**config.mk**
```make
export PLATFORM = sky130hd
export DESIGN_NAME = rom_cmd_slave
export DESIGN_NICKNAME = d
export VERILOG_FILES = /design/src/rtl/rom_cmd_pkg.sv /design/src/rtl/rom_slot_counter.sv /design/src/rtl/rom_cmd_shreg.sv /design/src/rtl/rom_id_source.sv /design/src/rtl/rom_cmd_slave.sv
export SDC_FILE = /design/constraint.sdc
export NUM_CORES = 1
export LEC_CHECK = 0
export ABC_AREA = 1
export BUFFER_PORTS_ARGS = -buffer_cell sky130_fd_sc_hd__buf_2
export CORE_ASPECT_RATIO = 0.9
export CORE_MARGIN = 2
export CORE_UTILIZATION = 49
export DETAILED_ROUTE_END_ITERATION = 7
export PLACE_DENSITY = 0.69
export SYNTH_ARGS = -nofsm -noshare
export SYNTH_HDL_FRONTEND = slang
export SYNTH_SLANG_ARGS = --single-unit
```
**constraint.sdc**
```tcl
create_clock -name clk -period 3.3 [get_ports clk]
set_input_delay 0.825 -clock clk [delete_from_list [all_inputs] [get_ports clk]]
set_output_delay 0.825 -clock clk [all_outputs]
set_load 0.05 [all_outputs]
```
**src/rtl/rom_cmd_pkg.sv**
```systemverilog
package rom_cmd_pkg;

   typedef enum logic [2:0] {
      ST_WAIT   = 3'd0,
      ST_CMD    = 3'd1,
      ST_READ   = 3'd2,
      ST_MATCH  = 3'd3,
      ST_SEARCH = 3'd4,
      ST_SEL    = 3'd5,
      ST_DORM   = 3'd6
   } rom_state_t;

   typedef enum logic [1:0] {
      PH_BIT = 2'd0,
      PH_CMP = 2'd1,
      PH_DIR = 2'd2
   } srch_phase_t;

endpackage

```
**src/rtl/rom_slot_counter.sv**
```systemverilog
module rom_slot_counter #(
   parameter int CNT_W = 6,
   parameter int LAST  = 63
) (
   input  logic             clk,
   input  logic             rst_n,
   input  logic             clr_i,
   input  logic             inc_i,
   output logic [CNT_W-1:0] cnt_o
);
   localparam logic [CNT_W-1:0] LAST_V = CNT_W'(LAST);

   if (LAST < 1 || LAST >= (1 << CNT_W)) begin : g_bad_last
      $error("rom_slot_counter: LAST does not fit CNT_W");
   end

   always_ff @(posedge clk or negedge rst_n) begin
      if (!rst_n)              cnt_o <= '0;
      else if (clr_i)          cnt_o <= '0;
      else if (inc_i) begin
         if (cnt_o == LAST_V)  cnt_o <= '0;
         else                  cnt_o <= cnt_o + 1'b1;
      end
   end
endmodule

```
**src/rtl/rom_cmd_shreg.sv**
```systemverilog
module rom_cmd_shreg #(
   parameter int W = 8
) (
   input  logic         clk,
   input  logic         rst_n,
   input  logic         clr_i,
   input  logic         shift_i,
   input  logic         bit_i,
   output logic [W-1:0] next_o
);
   logic [W-1:0] word_q;

   if (W < 2) begin : g_bad_w
      $error("rom_cmd_shreg: W must be at least 2");
   end

   // first bit received ends in bit 0 after W shifts
   assign next_o = {bit_i, word_q[W-1:1]};

   always_ff @(posedge clk or negedge rst_n) begin
      if (!rst_n)        word_q <= '0;
      else if (clr_i)    word_q <= '0;
      else if (shift_i)  word_q <= next_o;
   end
endmodule

```
**src/rtl/rom_id_source.sv**
```systemverilog
module rom_id_source #(
   parameter int                FAM_W   = 8,
   parameter int                SER_W   = 48,
   parameter int                CRC_W   = 8,
   parameter logic [FAM_W-1:0]  FAMILY  = '0,
   parameter logic [SER_W-1:0]  SERIAL  = '0,
   parameter bit                CRC_GEN = 1'b1,
   parameter logic [CRC_W-1:0]  CRC_VAL = '0,
   localparam int               BODY_W  = FAM_W + SER_W,
   localparam int               ID_W    = BODY_W + CRC_W
) (
   output logic [ID_W-1:0] id_o
);
   localparam logic [BODY_W-1:0] BODY = {SERIAL, FAMILY};

   function automatic logic [7:0] crc8_body(input logic [BODY_W-1:0] d);
      logic [7:0] c;
      logic       fb;
      c = 8'h00;
      for (int i = 0; i < BODY_W; i++) begin
         fb = c[0] ^ d[i];
         c  = c >> 1;
         if (fb) c = c ^ 8'h8C;
      end
      return c;
   endfunction

   logic [CRC_W-1:0] check_byte;

   if (CRC_GEN) begin : g_crc_calc
      if (CRC_W != 8) begin : g_bad_crc
         $error("rom_id_source: computed check needs CRC_W of 8");
      end
      assign check_byte = CRC_W'(crc8_body(BODY));
   end else begin : g_crc_fixed
      assign check_byte = CRC_VAL;
   end

   assign id_o = {check_byte, BODY};
endmodule

```
**src/rtl/rom_cmd_slave.sv**
```systemverilog
module rom_cmd_slave
   import rom_cmd_pkg::*;
#(
   parameter int                FAM_W     = 8,
   parameter int                SER_W     = 48,
   parameter int                CRC_W     = 8,
   parameter logic [FAM_W-1:0]  FAMILY    = 8'h2D,
   parameter logic [SER_W-1:0]  SERIAL    = 48'h5E1234ABCD70,
   parameter bit                CRC_GEN   = 1'b1,
   parameter logic [CRC_W-1:0]  CRC_VAL   = '0,
   parameter int                CMD_W     = 8,
   parameter logic [CMD_W-1:0]  OP_READ   = 8'h33,
   parameter logic [CMD_W-1:0]  OP_MATCH  = 8'h55,
   parameter logic [CMD_W-1:0]  OP_SKIP   = 8'hCC,
   parameter logic [CMD_W-1:0]  OP_SEARCH = 8'hF0
) (
   input  logic clk,
   input  logic rst_n,
   input  logic bus_reset_i,
   input  logic slot_strobe_i,
   input  logic slot_bit_i,
   output logic tx_bit_o,
   output logic drive_low_o,
   output logic selected_o
);
   localparam int ID_W      = FAM_W + SER_W + CRC_W;
   localparam int IDX_W     = $clog2(ID_W);
   localparam int CMD_CNT_W = $clog2(CMD_W);
   localparam logic [IDX_W-1:0]     ID_LAST  = IDX_W'(ID_W - 1);
   localparam logic [CMD_CNT_W-1:0] CMD_LAST = CMD_CNT_W'(CMD_W - 1);

   if (FAM_W < 1 || SER_W < 1 || CRC_W < 1) begin : g_bad_fields
      $error("rom_cmd_slave: identity fields must be non-empty");
   end
   if (CMD_W < 2) begin : g_bad_cmd
      $error("rom_cmd_slave: command width too small");
   end
   if (OP_READ == OP_MATCH || OP_READ == OP_SKIP || OP_READ == OP_SEARCH ||
       OP_MATCH == OP_SKIP || OP_MATCH == OP_SEARCH || OP_SKIP == OP_SEARCH) begin : g_bad_ops
      $error("rom_cmd_slave: command codes must differ");
   end

   rom_state_t  state_q, state_d;
   srch_phase_t phase_q, phase_d;

   logic [ID_W-1:0]      id_vec;
   logic [IDX_W-1:0]     id_idx;
   logic [CMD_CNT_W-1:0] cmd_cnt;
   logic [CMD_W-1:0]     cmd_next;
   logic                 id_bit, id_last, cmd_last;
   logic                 live_strobe, cmd_inc, id_inc;
   logic                 send_en, send_val;

   rom_id_source #(
      .FAM_W(FAM_W), .SER_W(SER_W), .CRC_W(CRC_W),
      .FAMILY(FAMILY), .SERIAL(SERIAL),
      .CRC_GEN(CRC_GEN), .CRC_VAL(CRC_VAL)
   ) u_id (
      .id_o(id_vec)
   );

   assign live_strobe = slot_strobe_i && !bus_reset_i;
   assign cmd_inc     = live_strobe && (state_q == ST_CMD);
   assign id_inc      = live_strobe && ((state_q == ST_READ) || (state_q == ST_MATCH) ||
                        ((state_q == ST_SEARCH) && (phase_q == PH_DIR)));

   rom_slot_counter #(.CNT_W(CMD_CNT_W), .LAST(CMD_W - 1)) u_cmd_cnt (
      .clk(clk), .rst_n(rst_n), .clr_i(bus_reset_i), .inc_i(cmd_inc), .cnt_o(cmd_cnt)
   );

   rom_slot_counter #(.CNT_W(IDX_W), .LAST(ID_W - 1)) u_id_cnt (
      .clk(clk), .rst_n(rst_n), .clr_i(bus_reset_i), .inc_i(id_inc), .cnt_o(id_idx)
   );

   rom_cmd_shreg #(.W(CMD_W)) u_cmd_sr (
      .clk(clk), .rst_n(rst_n), .clr_i(bus_reset_i), .shift_i(cmd_inc),
      .bit_i(slot_bit_i), .next_o(cmd_next)
   );

   assign id_bit   = id_vec[id_idx];
   assign id_last  = (id_idx == ID_LAST);
   assign cmd_last = (cmd_cnt == CMD_LAST);

   always_comb begin
      state_d = state_q;
      phase_d = phase_q;
      if (bus_reset_i) begin
         state_d = ST_CMD;
         phase_d = PH_BIT;
      end else if (slot_strobe_i) begin
         unique case (state_q)
            ST_CMD: begin
               if (cmd_last) begin
                  phase_d = PH_BIT;
                  if      (cmd_next == OP_READ)   state_d = ST_READ;
                  else if (cmd_next == OP_MATCH)  state_d = ST_MATCH;
                  else if (cmd_next == OP_SKIP)   state_d = ST_SEL;
                  else if (cmd_next == OP_SEARCH) state_d = ST_SEARCH;
                  else                            state_d = ST_DORM;
               end
            end
            ST_READ: begin
               if (id_last) state_d = ST_SEL;
            end
            ST_MATCH: begin
               if (slot_bit_i != id_bit) state_d = ST_DORM;
               else if (id_last)         state_d = ST_SEL;
            end
            ST_SEARCH: begin
               unique case (phase_q)
                  PH_BIT: phase_d = PH_CMP;
                  PH_CMP: phase_d = PH_DIR;
                  default: begin
                     phase_d = PH_BIT;
                     if (slot_bit_i != id_bit) state_d = ST_DORM;
                     else if (id_last)         state_d = ST_SEL;
                  end
               endcase
            end
            default: ;
         endcase
      end
   end

   always_ff @(posedge clk or negedge rst_n) begin
      if (!rst_n) begin
         state_q <= ST_WAIT;
         phase_q <= PH_BIT;
      end else begin
         state_q <= state_d;
         phase_q <= phase_d;
      end
   end

   assign send_en  = (state_q == ST_READ) || ((state_q == ST_SEARCH) && (phase_q != PH_DIR));
   assign send_val = ((state_q == ST_SEARCH) && (phase_q == PH_CMP)) ? !id_bit : id_bit;

   assign tx_bit_o    = send_en ? send_val : 1'b1;
   assign drive_low_o = send_en && !send_val;
   assign selected_o  = (state_q == ST_SEL);


   wait_quiet_chk: assert property (@(posedge clk) disable iff (!rst_n)
      (state_q == ST_WAIT) |-> (!drive_low_o && !selected_o && tx_bit_o));


   bus_reset_clears_chk: assert property (@(posedge clk) disable iff (!rst_n)
      bus_reset_i |=> (!selected_o && !drive_low_o));


   cmd_quiet_chk: assert property (@(posedge clk) disable iff (!rst_n)
      (state_q == ST_CMD) |-> (!drive_low_o && !selected_o));


   drive_matches_bit_chk: assert property (@(posedge clk) disable iff (!rst_n)
      drive_low_o |-> !tx_bit_o);


   search_complement_chk: assert property (@(posedge clk) disable iff (!rst_n)
      (state_q == ST_SEARCH && phase_q == PH_BIT && live_strobe) |=>
         (tx_bit_o == !$past(tx_bit_o)));


   dormant_quiet_chk: assert property (@(posedge clk) disable iff (!rst_n)
      (state_q == ST_DORM && !bus_reset_i) |=> (!drive_low_o && !selected_o));


   selected_hold_chk: assert property (@(posedge clk) disable iff (!rst_n)
      (selected_o && !bus_reset_i) |=> selected_o);

endmodule

```
==> out/results.txt, run 1 <==
The instance area after placement was 1560 µm². The effective utilization at floorplan was 0.529; the mapped cell area was 1490 µm². Ranked by total cell area, the synthesized netlist is headed by sky130_fd_sc_hd__dfrtp_1 35%, sky130_fd_sc_hd__nand2_1 11%, sky130_fd_sc_hd__nand3_1 9.1%. Synthesis instantiated 26 different standard cells from the library. The cts-stage hold buffer count came out at 0.

Filler cell count in the final layout: 286. The element type at the critical path end was an output pin. At the worst endpoint, the arrival time is 2170 ps. The tools report the total routing resource utilization after global routing as 0.209. The run gives 823 µm² as the multi-input combinational cell area. The die extent in x is 62.1 µm, and the fmax is 0.334 GHz. Cell type with the largest total area after synthesis: sky130_fd_sc_hd__dfrtp_1. TritonCTS built the clock tree. Synthesis inferred 21 register bits.

The number of gates resized after CTS was 0. The die outline height is 56.3 µm. The tools report the placeable core region as 2820 µm². Number of setup violations in the final report: 0.

STA puts the critical path data required time at 2470 ps. The number of antenna repair diodes was 0; the clock slew at the register clock pins of the worst setup and hold paths was 140 ps. sky130_fd_sc_hd__nand2_1 is the most common cell in the netlist. The tools report the final antenna-violating net count as 0.

Tightest slew margin relative to the limit: 0.672. The post-synthesis instance total is 207, and the largest fanout on the critical path is 8. The weighted congestion at the end of routability-driven global placement is 0.920. Setup repair after global routing left no endpoint under its margin. Input and output buffers added on the ports amount to 7. At the pin with the least slew margin, the transition time is 492 ps.

The setup skew after layout came out at 6.79 ps. The yosys synthesis warning count was 0; the number of ports placed on the die boundary was 8. Synthesis produced a netlist with a net count of 222. In this run the worst hold path is classified as in2async. The run gives 526 µm² as the footprint of the flip-flops and latches. The critical path is of the reg2out type. The run gives 1590 µm² as the area of all placed cells without fillers. The run finished with clean final reports. For this design the ratio of total power to cell area is 703 nW/µm². The first detailed-routing pass took 4 iterations.

After detailed routing, the average wire length per cell comes to 12.8 µm. The share of final-layout standard cells stronger than drive strength 1 was 0.149. The clock latency on the worst-skew pair was 320 ps; the max-capacitance violation count was 0. The floorplan has 18 rows. Counting every sink on the clock net gives 21. The run gives 1297 as the number of global-route vias before repair. For the count of pins over their slew limit, the log shows 0. For the sequential-to-total area share from yosys stat, the log shows 0.353. The tools report the endpoint of the most critical register-to-register path as state_q[1]. The wire length of the first global-routing pass is 5930 µm.

For the deepest clock path buffer count, the log shows 2. The share of flip-flops with an asynchronous set or reset after synthesis is 1.00, and the time the worst path needs with I/O delays and setup is 3000 ps. A synthesized cell averages 7.19 µm². For this block, the routed nets add up to 3270 µm of wire. The worst register-to-register path begins at u_id_cnt.cnt_o[0].

In the routed design, unresolved DRC markers number 0. For this design the static power due to leakage is 0.774 nW. The average vias per placed instance was 5.41; the total number of H-tree levels was 1. The depth of the worst register-to-register path was 13. VDD sags by at most 0.295 mV. After the first detailed-routing iteration, the DRC count stood at 99.

The sort of element at the start of the critical path is a flop. The post-layout net count was 231; the hold violation count in the final report was 0. By count the netlist is led by 44 x sky130_fd_sc_hd__nand2_1, 27 x sky130_fd_sc_hd__nand3_1, 23 x sky130_fd_sc_hd__inv_1. The tightest hold path in the finished design has a slack of 442 ps.

The total overflow reported by the global router was 0. Initial antenna violation count: 0. The worst register-to-register path has a setup slack of 1520 ps. The portion of the clock cycle consumed by the worst path in the final layout was 0.908; the total die area was 3500 µm². In this run the clock root is driven by a sky130_fd_sc_hd__clkbuf_4. The run gives 1380 as the number of vias after detailed routing.

The growth of design area from synthesis to finish is 6.47%, and the post-CTS setup buffer count is 0. Entering global routing, the biggest net connects 22 pins. Top cell type's share of synthesized area: 0.353. For the setup TNS, the log shows 0 ps. In the synthesized netlist the dominant register cell turns out to be sky130_fd_sc_hd__dfrtp_1.

Detailed placement finished with a half-perimeter wire length of 2500 µm. The number of buffers created by CTS is 3. The count of flip-flops with a built-in enable after synthesis was 0.
routing by layer:
layer | vias up | share of wire | track usage
li1 | 701 | - | -
met1 | 633 | 0.50 | 0.293
met2 | 35 | 0.43 | 0.323
met3 | 11 | 0.048 | 0.0421
met4 | 0 | 0.019 | 0.0730
met5 | - | 0 | 0
logic make-up after synthesis:
logic type	after synthesis	synth area share
AOI/OAI and AO/OA	37	0.132
adders and majority gates	10	0.0840
buffers and inverters	35	0.0941
DFF	21	0.353
and+or+nand+nor	104	0.337
metrics by stage:
step	setup slack [ps]	instances	total power [mW]	utilization
after detailed placement	663	251	0.978	0.552
final	303	255	1.11	0.563
after global routing	51.2	255	1.24	0.563
after floorplan	635	207	0.851	-
after global placement	755	251	0.957	0.552
after CTS	287	255	1.12	0.563
power by group:
group / total (mW) / internal [mW] / switching (mW)
Sequential: 0.395 / 0.322 / 0.0726
Combinational: 0.582 / 0.193 / 0.389
Clock: 0.137 / 0.0463 / 0.0906
Total: 1.11 / 0.562 / 0.552
layout by cell type, fill, tap and decap left out, drive strengths merged:
| cell type | instances |
|---|---|
| a21oi | 13 |
| clkinvlp | 1 |
| nand3 | 27 |
| inv | 31 |
| or2 | 1 |
| nor4 | 2 |
| nor2 | 17 |
| o21ai | 20 |
| clkbuf | 3 |
| clkinv | 1 |
| a31oi | 1 |
| ha | 10 |
| nor3 | 7 |
| nand3b | 1 |
| nand2 | 47 |
| buf | 7 |
| nand4 | 2 |
| o22ai | 1 |
| o21a | 2 |
| dfrtp | 21 |
state kept, by name (all words and copies together) (netlist names):
name             cells
u_cmd_sr.word_q      7
u_id_cnt.cnt_o       6
state_q              3
u_cmd_cnt.cnt_o      3
phase_q              2
worst max-delay path, cell delays in order (launching register included):
cell	delay (ps)
sky130_fd_sc_hd__dfrtp_1	450
sky130_fd_sc_hd__inv_1	220
sky130_fd_sc_hd__ha_1	200
sky130_fd_sc_hd__inv_1	40
sky130_fd_sc_hd__nand2_1	50
sky130_fd_sc_hd__nand3_1	60
sky130_fd_sc_hd__a21oi_1	140
sky130_fd_sc_hd__nand2_1	100
sky130_fd_sc_hd__nand2_2	90
sky130_fd_sc_hd__nor2_1	40
sky130_fd_sc_hd__nand3b_4	150
sky130_fd_sc_hd__inv_1	60
sky130_fd_sc_hd__buf_2	250
worst max path at each step:
stage / from / to / depth (start not counted) / slack, ps
after floorplan: u_id_cnt.cnt_o[1] / drive_low_o / 11 / 640
after detailed placement: u_id_cnt.cnt_o[0] / drive_low_o / 12 / 660
after global routing: u_id_cnt.cnt_o[0] / drive_low_o / 12 / 50
after CTS: u_id_cnt.cnt_o[1] / drive_low_o / 12 / 290
final: u_id_cnt.cnt_o[0] / drive_low_o / 12 / 300
after global placement: u_id_cnt.cnt_o[0] / drive_low_o / 13 / 750
area by class of cell:
class                      count  area share
timing repair buffer           7      0.0221
sequential                    21       0.331
multi-input combinational    151       0.519
tap                           40      0.0316
clock buffer                   3      0.0142
inverter                      32      0.0766
clock inverter                 1     0.00474
No activity file was read; power rests on OpenSTA's default activity.
==> inputs of run 2 (changes only) <==
--- a/config.mk
+++ b/config.mk
@@ -7,7 +7,7 @@
 export LEC_CHECK = 0
 export ABC_AREA = 1
 export BUFFER_PORTS_ARGS = -buffer_cell sky130_fd_sc_hd__buf_2
-export CORE_ASPECT_RATIO = 0.9
+export CORE_ASPECT_RATIO = 1.2
 export CORE_MARGIN = 2
 export CORE_UTILIZATION = 49
 export DETAILED_ROUTE_END_ITERATION = 7
==> run 2 against run 1 <==
Net effect: design area decreased by 0.71%; flip-flop and latch count did not move; worst setup slack gained 37 ps; final cell count is 2.4% lower; maximum frequency grew 1.2%; sequential share of layout area rose by 0.24 points; critical path depth unchanged; non-clock buffer count is the same; register-to-register slack is essentially flat.
==> out/results.txt, run 2 (same netlist as run 1, synthesis figures left out) <==
The tools report the initial antenna violation count as 0 (unchanged). The top cell types in the final layout, fill and taps aside, are 44 x sky130_fd_sc_hd__nand2_1, 27 x sky130_fd_sc_hd__nand3_1, 23 x sky130_fd_sc_hd__inv_1, 21 x sky130_fd_sc_hd__dfrtp_1, 18 x sky130_fd_sc_hd__o21ai_0. The share of final-layout standard cells stronger than drive strength 1 came out at 0.144 (-0.00465).

The die outline height is 64.4 µm (+14%), and the fmax is 0.338 GHz (+1.2%). Post-cts gate resize count: 0 (unchanged). The multi-input combinational cell area is 823 µm² (unchanged).

The final routed wire length divided by cell count was 12.5 µm (-2.4%). The run gives 245 (-2.4%) as the count of placed standard cells including taps. The weighted congestion at the end of routability-driven global placement was 0.824 (-10%).

Clock slew at the register clock pins of the worst setup and hold paths: 110 ps (-30 ps). The detailed-placement wirelength estimate came out at 2410 µm (-3.7%). Filler cell count in the final layout: 279 (-2.4%). The total power density per cell area was 691 nW/µm² (-1.7%).

For the wire length of the first global-routing pass, the log shows 5560 µm (-6.3%). The standby leakage power is 0.775 nW (+0.13%). Portion of the clock cycle consumed by the worst path in the final layout: 0.897 (-0.0112). For this design, the slowest cell found on the critical path is sky130_fd_sc_hd__dfrtp_1. The tools report the total number of H-tree levels as 1 (unchanged). Largest fanout on the critical path: 8 (unchanged).

The post-detailed-route DRC marker count is 0 (unchanged). Leaving out fill and tap cells, the most frequent cell in the layout is sky130_fd_sc_hd__nand2_1. The tree is rooted in a sky130_fd_sc_hd__clkbuf_4. The element type at the critical path end is an output pin. Setup repair after global routing left no endpoint under its margin. The logs give 0.212 (+0.00339) for the total routing resource utilization after global routing and 1360 (-1.4%) for the number of vias after detailed routing. For the hold violation count in the final report, the log shows 0 (unchanged). The number of global-route vias before repair came out at 1299 (+0.15%). The cts-stage hold buffer count was 0 (unchanged); the area of all placed cells without fillers was 1570 µm² (-0.71%). The clock latency on the worst-skew pair was 300 ps (-20 ps).

The pre-CTS setup slack was 686 ps (+22.2 ps); the total overflow reported by the global router was 0 (unchanged). The worst slack on hold paths was 470 ps (+28.1 ps). The total buffers and inverters traversed by the critical path works out to 4 (unchanged). The tools report the starting DRC count in detailed routing as 33 (-67%).

The tools report the number of setup violations in the final report as 0 (unchanged). The cell that appears most often on the critical path is sky130_fd_sc_hd__inv_1. The tools report the post-layout net count as 231 (unchanged). The largest registers in the layout are u_cmd_sr.word_q (7), u_id_cnt.cnt_o (6).

The tools report the maximum vdd drop as 0.408 mV (+38%). The time the worst path needs with I/O delays and setup works out to 2960 ps (-36.8 ps). The tools report the total die area as 3500 µm² (about the same). The final antenna-violating net count was 0 (unchanged); the largest net degree at the start of global routing was 22 (unchanged). The flow ran to the end, and the final reports show no timing, DRC or antenna violations. The logs give 1550 µm² (-0.48%) for the instance area after placement and 340 ps (+36.8 ps) for the slack of the critical path. The post-CTS setup buffer count was 0 (unchanged).

The run gives 8 (unchanged) as the number of ports placed on the die boundary. Critical path's largest stage delay: 450 ps (about the same). The run gives 0.678 (+0.00621) as the tightest slew margin relative to the limit. The average vias per placed instance works out to 5.46 (+0.93%).

Tracing the worst setup path back leads to its startpoint at u_id_cnt.cnt_o[0]. For the deepest clock path buffer count, the log shows 2 (unchanged). The number of flip-flops under the largest register name is 7 (unchanged). The critical path goes through inv_1, ha_1, inv_1, nand2_1, nand3_1, a21oi_1, nand2_1, nand2_2, nor2_1, nand3b_4, inv_1, buf_2. The tools report the final non-filler cell total as 249 (-2.4%). In this run the critical register-to-register path is launched from u_id_cnt.cnt_o[0].

The number of buffers created by CTS is 3 (unchanged), and the total iterations of the first detailed-routing run is 4 (unchanged). The count of pins over their slew limit was 0 (unchanged). The logs give 21 (+3) for the number of standard-cell rows in the floorplan and 0 (unchanged) for the number of antenna repair diodes.

The arrival time at the worst endpoint is 2140 ps (-30 ps), and the max-capacitance violation count is 0 (unchanged). The required time of the critical path is 2470 ps (about the same). The worst setup path is launched from a flop. The tools report the setup skew after layout as 5.46 ps (-1.33 ps). The critical path is of the reg2out type.

The number of input and output port buffers inserted is 7 (unchanged). For the effective utilization at floorplan, the log shows 0.525 (-0.00420). More flip-flops sit in one register than any other, and that register is u_cmd_sr.word_q.

From synthesis to final layout, the design area changed by 5.71%. Setup TNS: 0 ps (unchanged). The register-to-register path setup slack was 1530 ps (about the same); the clock net sink count was 21 (unchanged). The run gives 526 µm² (unchanged) as the footprint of the flip-flops and latches. TritonCTS built the clock tree. The cell type group with the largest total delay on the critical path was buffers and inverters.

The die extent in x was 54.3 µm (-13%); the placeable core region was 2840 µm² (+0.80%). The slew of the pin with the lowest slew margin is 483 ps (-9.31 ps). The tightest min-delay check is of the in2async type. For the total wire length after detailed routing, the log shows 3120 µm (-4.7%).
==> run 2: cell count changes in the layout (fill, tap and decap cells not counted) <==
cell,previous run,this run
sky130_fd_sc_hd__clkbuf_1,0,1
sky130_fd_sc_hd__clkinvlp_4,1,0
==> run 2: final timing paths <==
check	depth (start not counted)	to
worst min register to register	2	state_q[2]
max in group asynchronous	1	phase_q[0]
worst max register to register	11	state_q[1]
min in group clk	2	state_q[2]
worst max-delay path	12	drive_low_o
worst min-delay path	1	u_cmd_sr.word_q[6]
==> run 2: cell type report <==
cell class,instances,share of cell area
multi-input cells,151,0.523
flip-flops and latches,21,0.334
inverters,32,0.0771
well taps,34,0.0270
repair buffers,7,0.0223
clock buffers,4,0.0167
==> run 2: per-layer routing <==
layer | share of wire | routed length, µm | track usage | up-vias
met4 | 0.0064 | 20 | 0.0563 | 0
met1 | 0.50 | 1550 | 0.299 | 633
met2 | 0.47 | 1460 | 0.337 | 28
met5 | 0 | 0 | 0 | -
met3 | 0.029 | 89 | 0.0280 | 2
li1 | - | - | - | 697
==> run 2: metrics by stage <==
stage / utilization / total power [mW]
CTS: 0.555 / 1.10
global placement: 0.545 / 0.955
floorplan: - / 0.851
detailed placement: 0.545 / 0.971
finish: 0.555 / 1.09
global route: 0.555 / 1.20
==> run 2: where the power goes <==
| part | internal [mW] | switching, mW |
|---|---|---|
| Sequential | 0.323 | 0.0712 |
| Combinational | 0.193 | 0.380 |
| Clock | 0.0471 | 0.0734 |
| Total | 0.562 | 0.525 |
==> inputs of run 3 (changes only) <==
--- a/config.mk
+++ b/config.mk
@@ -7,7 +7,6 @@
 export LEC_CHECK = 0
 export ABC_AREA = 1
 export BUFFER_PORTS_ARGS = -buffer_cell sky130_fd_sc_hd__buf_2
-export CORE_ASPECT_RATIO = 1.2
 export CORE_MARGIN = 2
 export CORE_UTILIZATION = 49
 export DETAILED_ROUTE_END_ITERATION = 7
==> run 3 against run 2 <==
Net effect: total power grew 0.46%; critical path depth is the same; flip-flop and latch count is the same; clock skew grew 7.0 ps; register-to-register slack gained 40 ps; clock power grew 7%; largest cell class unchanged; wire length shrank 3.7%; utilization shrank 2.6 points.
==> out/results.txt, run 3 (same netlist as run 1, synthesis figures left out) <==
The run finished with clean final reports. For the total overflow reported by the global router, the log shows 0 (unchanged). The tools report the number of setup violations in the final report as 0 (unchanged). The total iterations of the first detailed-routing run is 4 (unchanged). The logs give 0.778 nW (+0.35%) for the standby leakage power and 1334 (-1.9%) for the number of vias after detailed routing.

The total wire length after detailed routing is 3000 µm (-3.7%). The weighted congestion at the end of routability-driven global placement came out at 0.840 (+1.9%). The cts-stage hold buffer count is 0 (unchanged), and the depth of the worst register-to-register path is 13 (+2). For the number of standard-cell rows in the floorplan, the log shows 20 (-4.8%). Total number of H-tree levels: 1 (unchanged). The number of input and output port buffers inserted is 7 (unchanged), and the max-capacitance violation count is 0 (unchanged). The final routed wire length divided by cell count was 12.1 µm (-3.3%). The worst setup path is captured at an output pin. Die outline height: 59.1 µm (-8.2%). The final antenna-violating net count was 0 (unchanged); the number of antenna repair diodes was 0 (unchanged). For the clock latency on the worst-skew pair, the log shows 310 ps (about the same). Cell at the slowest stage of the critical path: sky130_fd_sc_hd__dfrtp_1. The clock slew at the register clock pins of the worst setup and hold paths is 130 ps (+20 ps), and the total routing resource utilization after global routing is 0.191 (-0.0211).

The number of flip-flops under the largest register name is 7 (unchanged). Cell type group with the largest total delay on the critical path: simple AND/OR/NAND/NOR gates. Arrival time at the worst endpoint: 2150 ps (about the same). The critical path is of the reg2out type. The post-layout net count was 231 (unchanged); the clock net sink count was 21 (unchanged). The portion of the clock cycle consumed by the worst path in the final layout came out at 0.901 (+0.00433).

The growth of design area from synthesis to finish was 5.71% (unchanged); the deepest clock path buffer count was 2 (unchanged). In the final layout, the registers with the most flip-flops are u_cmd_sr.word_q (7), u_id_cnt.cnt_o (6). The slew of the pin with the lowest slew margin was 490 ps (+6.90 ps); the average vias per placed instance was 5.38 (-1.5%). The maximum vdd drop was 0.243 mV (-40%). The critical path goes through ha_1, inv_1, ha_1, nor2_1, nor2_1, a21oi_1, nand2_1, nand2_2, nor2_1, nand3b_4, inv_1, buf_2. The internal power is 0.558 mW (-0.67%).

The path class of the tightest hold or removal check is in2async. The post-detailed-route DRC marker count is 0 (unchanged), and the proportion of total power due to net switching is 0.489 (+0.00583). The starting DRC count in detailed routing is 113 (+240%). The detailed-placement wirelength estimate is 2260 µm (-6.4%). The placeable core region is 2980 µm² (+4.9%), and the tightest slew margin relative to the limit is 0.673 (-0.00460).

The number of global-route vias before repair was 1144 (-12%); the number of ports placed on the die boundary was 8 (unchanged). TritonCTS built the clock tree. The post-CTS setup buffer count came out at 0 (unchanged). The time the worst path needs with I/O delays and setup was 2970 ps (+14.3 ps); the largest fanout on the critical path was 6 (-2). The total die area was 3500 µm² (about the same). The setup skew after layout is 12.4 ps (+6.99 ps). The fmax was 0.336 GHz (-0.48%); the combinational share of power was 0.521 (-0.006). The share of final-layout standard cells stronger than drive strength 1 works out to 0.149 (+0.00465). The critical path's largest stage delay was 460 ps (about the same). The total power density per cell area came out at 694 nW/µm² (+0.46%).

The run gives 452 ps (-18.1 ps) as the worst slack on hold paths. Setup repair after global routing left no endpoint under its margin. For the largest net degree at the start of global routing, the log shows 22 (unchanged). Critical register-to-register path startpoint: u_id_cnt.cnt_o[1].

Sort of element at the start of the critical path: a flop. The post-cts gate resize count was 0 (unchanged). Register with the most flip-flops: u_cmd_sr.word_q. The tools report the count of pins over their slew limit as 0 (unchanged). The run gives 2470 ps (about the same) as the required time of the critical path.

The run gives 0 (unchanged) as the initial antenna violation count. The most frequent cell on the critical path is sky130_fd_sc_hd__nor2_1. For the hold violation count in the final report, the log shows 0 (unchanged). The run gives 1570 ps (+40 ps) as the register-to-register path setup slack. The library cell used most frequently in the layout, excluding fill and tap cells, is sky130_fd_sc_hd__nand2_1. The top cell types in the final layout, fill and taps aside, are 44 x sky130_fd_sc_hd__nand2_1, 27 x sky130_fd_sc_hd__nand3_1, 23 x sky130_fd_sc_hd__inv_1, 21 x sky130_fd_sc_hd__dfrtp_1, 18 x sky130_fd_sc_hd__o21ai_0.

Switching power summed over all nets: 0.534 mW (+1.7%). The filler cell count in the final layout is 287 (+2.9%). The effective utilization at floorplan is 0.500 (-0.0247). The run gives 0.117 (+0.006) as the clock share of power.

The wire length of the first global-routing pass was 5210 µm (-6.3%); the setup TNS was 0 ps (unchanged). The total buffers and inverters traversed by the critical path is 3 (-1). The number of buffers created by CTS is 3 (unchanged). The share of total power in sequential cells came out at 0.362 (about the same). The die extent in x is 59.1 µm (+8.8%).

The worst register-to-register path ends at state_q[2]. Clock tree synthesis selected as its root buffer the cell sky130_fd_sc_hd__clkbuf_4.
==> run 3: stage by stage <==
step / setup slack (ps) / instance area, µm² / power (mW) / util / cells
6_report: 325 / 1570 / 1.09 / 0.529 / 248
5_1_grt: 123 / 1570 / 1.20 / 0.529 / 248
4_1_cts: 314 / 1570 / 1.10 / 0.529 / 248
3_5_place_dp: 680 / 1550 / 0.967 / 0.519 / 244
3_3_place_gp: 675 / 1550 / 0.965 / 0.519 / 244
2_1_floorplan: 635 / 1490 / 0.851 / - / 207
==> run 3: how the worst max path moves through the flow <==
stage,start,to,slack (ps),depth (start not counted)
after floorplan,u_id_cnt.cnt_o[1],drive_low_o,640,11
after global placement,u_id_cnt.cnt_o[1],drive_low_o,670,12
after detailed placement,u_id_cnt.cnt_o[1],drive_low_o,680,12
after CTS,u_id_cnt.cnt_o[1],drive_low_o,310,12
after global routing,u_id_cnt.cnt_o[0],drive_low_o,120,12
final,u_id_cnt.cnt_o[1],drive_low_o,330,12
==> run 3: power by group through the flow <==
| stage | logic [mW] | clock network [mW] | registers, mW |
|---|---|---|---|
| after detailed placement | 0.566 | 0 | 0.401 |
| after floorplan | 0.469 | 0 | 0.382 |
| final | 0.569 | 0.128 | 0.396 |
| after global placement | 0.566 | 0 | 0.399 |
| after CTS | 0.569 | 0.135 | 0.395 |
| after global routing | 0.651 | 0.143 | 0.409 |
==> run 3: layout make-up <==
| cell class | instances | area, µm² | area share |
|---|---|---|---|
| Clock inverter | 1 | 5.00 | 0.00318 |
| Clock buffer | 3 | 22.5 | 0.0143 |
| Multi-Input combinational cell | 151 | 823 | 0.523 |
| Inverter | 32 | 121 | 0.0771 |
| Sequential cell | 21 | 526 | 0.334 |
| Timing Repair Buffer | 7 | 35.0 | 0.0223 |
| Tap cell | 33 | 41.3 | 0.0262 |
==> run 3: metal layers <==
metal	share of wire	track usage	vias to the layer above	wire (µm)
li1	-	-	696	-
met1	0.53	0.293	610	1610
met2	0.42	0.270	22	1250
met3	0.031	0.0262	6	93
met4	0.017	0.0747	0	50
met5	0	0	-	0
